--- src/rtl/systimer_pkg.sv ---
package systimer_pkg;

    localparam int DATA_W   = 32;
    localparam int ADDR_W   = 8;
    localparam int NUM_CH   = 4;
    localparam int MASK_W   = 12;
    localparam int WDOG_CH  = 3;
    localparam int CH_IDX_W = $clog2(NUM_CH);

    localparam logic [ADDR_W-1:0] OFS_COUNT = 8'h10;
    localparam logic [ADDR_W-1:0] OFS_FLAGS = 8'h14;
    localparam logic [ADDR_W-1:0] OFS_WDOG  = 8'h18;
    localparam logic [ADDR_W-1:0] OFS_MASK  = 8'h1C;

    typedef struct packed {
        logic                cmp;
        logic [CH_IDX_W-1:0] ch;
        logic                count;
        logic                flags;
        logic                wdog;
        logic                mask;
    } regsel_t;

    function automatic regsel_t decode_addr(input logic [ADDR_W-1:0] a);
        regsel_t s;
        s       = '0;
        s.ch    = a[CH_IDX_W+1:2];
        s.cmp   = (a[1:0] == 2'b00) && (a < ADDR_W'(NUM_CH * 4));
        s.count = (a == OFS_COUNT);
        s.flags = (a == OFS_FLAGS);
        s.wdog  = (a == OFS_WDOG);
        s.mask  = (a == OFS_MASK);
        return s;
    endfunction

endpackage

--- src/rtl/systimer_counter.sv ---
module systimer_counter #(
    parameter int W = systimer_pkg::DATA_W
) (
    input  logic         clk,
    input  logic         rst,
    input  logic         tick,
    input  logic         load,
    input  logic [W-1:0] load_val,
    output logic [W-1:0] count,
    output logic [W-1:0] count_inc
);
    logic [W-1:0] cnt_q;

    assign count_inc = cnt_q + W'(1);
    assign count     = cnt_q;

    always_ff @(posedge clk) begin
        if (rst)       cnt_q <= '0;
        else if (load) cnt_q <= load_val;
        else if (tick) cnt_q <= count_inc;
    end

    assert_count_step_R2: assert property (@(posedge clk) disable iff (rst)
        (tick && !load) |=> (cnt_q == $past(cnt_q) + W'(1)));
    assert_count_hold_R2: assert property (@(posedge clk) disable iff (rst)
        (!tick && !load) |=> $stable(cnt_q));
    assert_count_load_R3: assert property (@(posedge clk) disable iff (rst)
        load |=> (cnt_q == $past(load_val)));

endmodule

--- src/rtl/systimer_match.sv ---
module systimer_match #(
    parameter int W  = systimer_pkg::DATA_W,
    parameter int NC = systimer_pkg::NUM_CH
) (
    input  logic                 clk,
    input  logic                 rst,
    input  logic                 advance,
    input  logic [W-1:0]         next_count,
    input  logic [NC-1:0][W-1:0] cmp_vals,
    input  logic [NC-1:0]        enables,
    input  logic [NC-1:0]        clr_req,
    output logic [NC-1:0]        hit,
    output logic [NC-1:0]        flags
);
    logic [NC-1:0] flag_q;
    logic [NC-1:0] clr_eff;

    assign clr_eff = clr_req & flag_q;
    assign flags   = flag_q;

    for (genvar i = 0; i < NC; i++) begin : g_ch
        assign hit[i] = advance && (next_count == cmp_vals[i]);

        always_ff @(posedge clk) begin
            if (rst)
                flag_q[i] <= 1'b0;
            else if (hit[i] && enables[i])
                flag_q[i] <= 1'b1;
            else if (clr_eff[i])
                flag_q[i] <= 1'b0;
        end

        assert_flag_set_R4: assert property (@(posedge clk) disable iff (rst)
            (hit[i] && enables[i]) |=> flag_q[i]);
        assert_masked_keep_R5: assert property (@(posedge clk) disable iff (rst)
            (!enables[i] && !clr_req[i]) |=> $stable(flag_q[i]));
        assert_clear_R6: assert property (@(posedge clk) disable iff (rst)
            (clr_req[i] && !(hit[i] && enables[i])) |=> !flag_q[i]);
    end

endmodule

--- src/rtl/systimer_watchdog.sv ---
module systimer_watchdog #(
    parameter int W = systimer_pkg::DATA_W
) (
    input  logic         clk,
    input  logic         rst,
    input  logic         wd_hit,
    input  logic         wr,
    input  logic [W-1:0] wr_data,
    output logic [W-1:0] arm,
    output logic         reset_req
);
    logic [W-1:0] arm_q;
    logic         req_q;
    logic         fire;

    assign fire      = wd_hit && arm_q[0];
    assign arm       = arm_q;
    assign reset_req = req_q;

    always_ff @(posedge clk) begin
        if (rst) begin
            arm_q <= '0;
            req_q <= 1'b0;
        end else begin
            req_q <= fire;
            if (fire)    arm_q <= '0;
            else if (wr) arm_q <= wr_data;
        end
    end

    assert_pulse_once_R8: assert property (@(posedge clk) disable iff (rst)
        reset_req |=> !reset_req);
    assert_disarm_R8: assert property (@(posedge clk) disable iff (rst)
        reset_req |-> (arm_q == '0));
    assert_no_spurious_R8: assert property (@(posedge clk) disable iff (rst)
        !wd_hit |=> !reset_req);

endmodule

--- src/rtl/systimer.sv ---
module systimer
    import systimer_pkg::*;
#(
    parameter int DW = systimer_pkg::DATA_W,
    parameter int AW = systimer_pkg::ADDR_W,
    parameter int NC = systimer_pkg::NUM_CH,
    parameter int MW = systimer_pkg::MASK_W
) (
    input  logic          clk,
    input  logic          rst,
    input  logic          tick,
    input  logic [AW-1:0] bus_addr,
    input  logic          bus_we,
    input  logic [DW-1:0] bus_wdata,
    output logic [DW-1:0] bus_rdata,
    output logic [NC-1:0] irq,
    output logic          reset_req
);
    regsel_t              sel;
    logic [NC-1:0][DW-1:0] cmp_q;
    logic [MW-1:0]        mask_q;
    logic [DW-1:0]        count, count_inc, arm;
    logic [NC-1:0]        hit, flags, clr_req;
    logic                 load;

    assign sel     = decode_addr(bus_addr);
    assign load    = bus_we && sel.count;
    assign clr_req = (bus_we && sel.flags) ? bus_wdata[NC-1:0] : '0;
    assign irq     = flags;

    always_ff @(posedge clk) begin
        if (rst) begin
            cmp_q  <= '0;
            mask_q <= '0;
        end else if (bus_we) begin
            if (sel.cmp)  cmp_q[sel.ch] <= bus_wdata;
            if (sel.mask) mask_q        <= bus_wdata[MW-1:0];
        end
    end

    systimer_counter #(.W(DW)) u_counter (
        .clk(clk), .rst(rst), .tick(tick), .load(load),
        .load_val(bus_wdata), .count(count), .count_inc(count_inc)
    );

    systimer_match #(.W(DW), .NC(NC)) u_match (
        .clk(clk), .rst(rst), .advance(tick && !load),
        .next_count(count_inc), .cmp_vals(cmp_q),
        .enables(mask_q[NC-1:0]), .clr_req(clr_req),
        .hit(hit), .flags(flags)
    );

    systimer_watchdog #(.W(DW)) u_wdog (
        .clk(clk), .rst(rst), .wd_hit(hit[WDOG_CH]),
        .wr(bus_we && sel.wdog), .wr_data(bus_wdata),
        .arm(arm), .reset_req(reset_req)
    );

    always_comb begin
        bus_rdata = '0;
        if (sel.cmp)   bus_rdata = cmp_q[sel.ch];
        if (sel.count) bus_rdata = count;
        if (sel.flags) bus_rdata = DW'(flags);
        if (sel.wdog)  bus_rdata = arm;
        if (sel.mask)  bus_rdata = DW'(mask_q);
    end

    assert_irq_follows_R4: assert property (@(posedge clk) disable iff (rst)
        (load) |=> (irq == $past(irq) & ~($past(clr_req) & $past(irq))));
    assert_unmapped_quiet_R10: assert property (@(posedge clk) disable iff (rst)
        (bus_we && !sel.cmp && !sel.count && !sel.flags && !sel.wdog && !sel.mask && !tick)
        |=> ($stable(cmp_q) && $stable(mask_q) && $stable(count) && $stable(irq)));

endmodule

--- config.mk ---
export PLATFORM = sky130hd
export DESIGN_NAME = systimer
export DESIGN_NICKNAME = d
export VERILOG_FILES = /design/src/rtl/systimer_pkg.sv /design/src/rtl/systimer_counter.sv /design/src/rtl/systimer_match.sv /design/src/rtl/systimer_watchdog.sv /design/src/rtl/systimer.sv
export SDC_FILE = /design/constraint.sdc
export NUM_CORES = 1
export LEC_CHECK = 0
export ABC_AREA = 0
export BUFFER_PORTS_ARGS = -buffer_cell sky130_fd_sc_hd__buf_4
export CAP_MARGIN = 20
export CORE_AREA = 2 2 154 194
export CTS_BUF_LIST = sky130_fd_sc_hd__clkbuf_4 sky130_fd_sc_hd__clkbuf_8
export DETAILED_ROUTE_END_ITERATION = 6
export DIE_AREA = 0 0 156 196
export GPL_TIMING_DRIVEN = 0
export HOLD_SLACK_MARGIN = 0.12
export PLACE_DENSITY_LB_ADDON = 0.08
export SKIP_LAST_GASP = 1
export SYNTH_ARGS = -nofsm -noshare
export SYNTH_HDL_FRONTEND = slang
export SYNTH_SLANG_ARGS = --single-unit
--- constraint.sdc ---
create_clock -name clk -period 3.25 [get_ports clk]
set_input_delay 0.4875 -clock clk [delete_from_list [all_inputs] [get_ports clk]]
set_output_delay 0.4875 -clock clk [all_outputs]
set_load 0.02 [all_outputs]
==> flow_summary.json <==
{
  "synthToLayoutAreaGrowth_pct": 23.9,
  "drv_slew": 0,
  "netlist.area_leader.share": 0.328,
  "holdBufCountCts": 0,
  "worst_r2r_path_depth": 13,
  "ys_seq_area_frac": 0.328,
  "drcViolationCount": 0,
  "clock_path_buffers": 3,
  "critPathLaunch": "u_counter.count[2]$_SDFFE_PP0P_",
  "final.setup.worst_slack_ns": -0.0694,
  "synth_area_leaders": "dfxtp_1, nand2_1, xnor2_1, a21oi_1, mux4_2",
  "layout_min_cycle_time_ns": 3.32,
  "start_kind": "flop",
  "synthCells": 1614,
  "grt_pass1_wl_mm": 83.1,
  "synthAdderAreaFrac": 0.00177,
  "ir_drop_mv": 0.319,
  "yosys_register_bits": 209,
  "p_total_mw": 5.67,
  "cts_num_sinks": 209,
  "synth_commonest_cells": "nand2_1, dfxtp_1, a21oi_1, clkbuf_1, xnor2_1",
  "leakagePower_nw": 5.82,
  "syn-num-nets": 1659,
  "grt_pass1_vias": 12456,
  "skew_ns": 0.0422,
  "insertion_delay_ns": 0.57,
  "num_rows": 70,
  "nets": 1821,
  "critical_path.endpoint": "u_wdog.arm[9]$_SDFFE_PP0P_",
  "yosysMostFrequentCell": "nand2_1",
  "status": "finished with violations",
  "grt_remaining_overflow": 0,
  "hold_violations": 0,
  "grt_usage": 0.372,
  "period_share": 1.02,
  "antenna_left": 0,
  "synth_edf_count": 0,
  "wirelength_mm": 57.6,
  "portBuffers": 74,
  "holdCritPathClass": "in -> reg",
  "gp_congestion": 1.00,
  "layout-drive-gt1-share": 0.218,
  "synth_top_family_by_area": "simple AND/OR/NAND/NOR gates",
  "muxShareOfSynthArea": 0.0882,
  "htreeDepth": 2,
  "grt_setup_unrepaired": "yes",
  "violations": "negative setup slack",
  "fin_cells": 2166,
  "reg2reg_to": "u_wdog.arm[9]$_SDFFE_PP0P_",
  "powerDensity_nw_per_um2": 359,
  "setup_tns_ns": -0.882,
  "async_flop_share": 0,
  "drt_iter0_drc": 1292,
  "maxSlewHeadroom": 0.241,
  "final_core_util": 0.549,
  "endpoint_kind": "flop",
  "die_h_um": 196,
  "synth_compound_area_frac": 0.157,
  "worstPathArrival_ns": 3.72,
  "max_freq_mhz": 301,
  "path_clk_slew_ns": 0.07,
  "ios": 81,
  "initial_core_util": 0.443,
  "drt_pass1_iterations": 5,
  "dominantRegCellSynth": "dfxtp_1",
  "wire_per_inst_um": 26.6,
  "finalSetupViolCount": 21,
  "place_hpwl_mm": 43.4,
  "numCtsBuffers": 36,
  "die-area_sq_um": 30600,
  "cap_viol_max_count": 0,
  "antenna_found_initial": 3,
  "ctsRootBufferMaster": "clkbuf_8",
  "dieWidth_um": 156,
  "netlist_area_sq_um": 12800,
  "synth-xor-area-share": 0.120,
  "synth.distinct_cells": 78,
  "postSynthAreaPerCell_sq_um": 7.91,
  "ys_warn_count": 0,
  "cp.required_ns": 3.65,
  "dp_cells": 2048,
  "cts_tree": "built",
  "crit_type": "reg -> reg",
  "viasPerCell": 6.12,
  "fillers": 2856,
  "vias": 13261,
  "r2r_slack_ns": -0.07,
  "r2r_start": "u_counter.count[2]$_SDFFE_PP0P_",
  "yosysTopAreaCell": "dfxtp_1",
  "worst_pin_slew_ns": 1.14,
  "synth-simple-area-share": 0.254,
  "grt_max_degree": 20,
  "core_area_sq_um": 28800,
  "cp_max_fo": 8
}
==> timing repair <==
item | in CTS | in global routing
pin swaps | 19 | 38
gates cloned | 0 | 3
resized for setup | 89 | 107
setup endpoints to repair | 69 | 67
hold endpoints to repair | 0 | 0
setup buffers | 25 | 33
==> cell usage in the layout (no fill, tap or decap), types with 37 or more instances in the layout <==
cell type,count
xnor2_1,76
nand2_1,392
xor2_1,59
clkbuf_8,50
a21oi_1,156
dfxtp_1,204
buf_4,135
a211oi_1,37
mux2i_1,37
nor2_1,77
clkbuf_1,80
==> power breakdown <==
| part | total (mW) | switching [mW] | internal, mW |
|---|---|---|---|
| registers | 2.58 | 0.00894 | 2.57 |
| clock network | 2.73 | 1.17 | 1.56 |
| logic | 0.358 | 0.240 | 0.118 |
| total | 5.67 | 1.42 | 4.25 |
==> registers in the layout (all words and copies together), names as in the netlist <==
| register | flops |
|---|---|
| cmp_q | 128 |
| u_wdog.arm | 32 |
| mask_q | 12 |
| u_wdog.reset_req | 1 |
| u_counter.count | 32 |
| u_match.flags | 4 |
==> metal layers <==
metal | global-route usage | up-vias | routed length [um]
li1 | - | 6023 | -
met1 | 0.459 | 6499 | 22600
met2 | 0.642 | 594 | 28100
met3 | 0.0473 | 143 | 3790
met4 | 0.174 | 2 | 3050
met5 | 0 | - | 11
==> worst max-delay path, stage by stage, from the launching register on <==
cell     delay, ns
dfxtp_2       0.33
buf_6         0.12
nand4_1       0.24
buf_4         0.25
buf_4         0.17
nor3_2        0.20
xnor2_2       0.17
xor2_1        0.24
o21ai_2       0.14
or4b_4        0.60
nor4_4        0.22
buf_6         0.23
buf_12        0.16
nor3_2        0.05
==> how the worst min path moves through the flow <==
| stage | depth (start not counted) | slack [ns] | from | endpoint |
|---|---|---|---|---|
| 2_1_floorplan | 2 | 0.44 | mask_q[10]$_SDFFE_PP0P_ | mask_q[10]$_SDFFE_PP0P_ |
| 3_3_place_gp | 2 | 0.44 | mask_q[7]$_SDFFE_PP0P_ | mask_q[7]$_SDFFE_PP0P_ |
| 3_5_place_dp | 2 | 0.45 | mask_q[11]$_SDFFE_PP0P_ | mask_q[11]$_SDFFE_PP0P_ |
| 4_1_cts | 3 | 0.19 | bus_wdata[5] | mask_q[5]$_SDFFE_PP0P_ |
| 5_1_grt | 3 | 0.21 | bus_wdata[30] | cmp_q[126]$_SDFFE_PP0P_ |
| 6_report | 3 | 0.21 | bus_wdata[30] | cmp_q[126]$_SDFFE_PP0P_ |
==> area by class of cell <==
class	count	area, sq um	share of cell area
diodes	3	7.51	0.000475
inverters	17	63.8	0.00404
clock inverters	5	53.8	0.00340
flip-flops and latches	209	4200	0.265
clock buffers	60	763	0.0483
plain buffers	129	692	0.0438
multi-input cells	1250	8540	0.540
repair buffers	133	1040	0.0657
well taps	360	450	0.0285
==> kinds of logic after synthesis <==
family,Yosys count
and+or+nand+nor,695
AOI/OAI and AO/OA,319
DFF,209
xor gates and xnor gates,161
buffers and inverters,156
muxes,72
adders and majority gates,2
==> metrics by stage <==
step | area (sq um) | hold slack [ns] | setup slack (ns)
global placement | 13800 | 0.443 | -1.18
detailed placement | 13800 | 0.447 | -1.16
finish | 15800 | 0.210 | -0.0694
global route | 15800 | 0.213 | -0.147
floorplan | 12800 | 0.437 | 0.105
CTS | 15100 | 0.194 | -0.0678
Note: power is estimated with default switching activity, not from simulation.
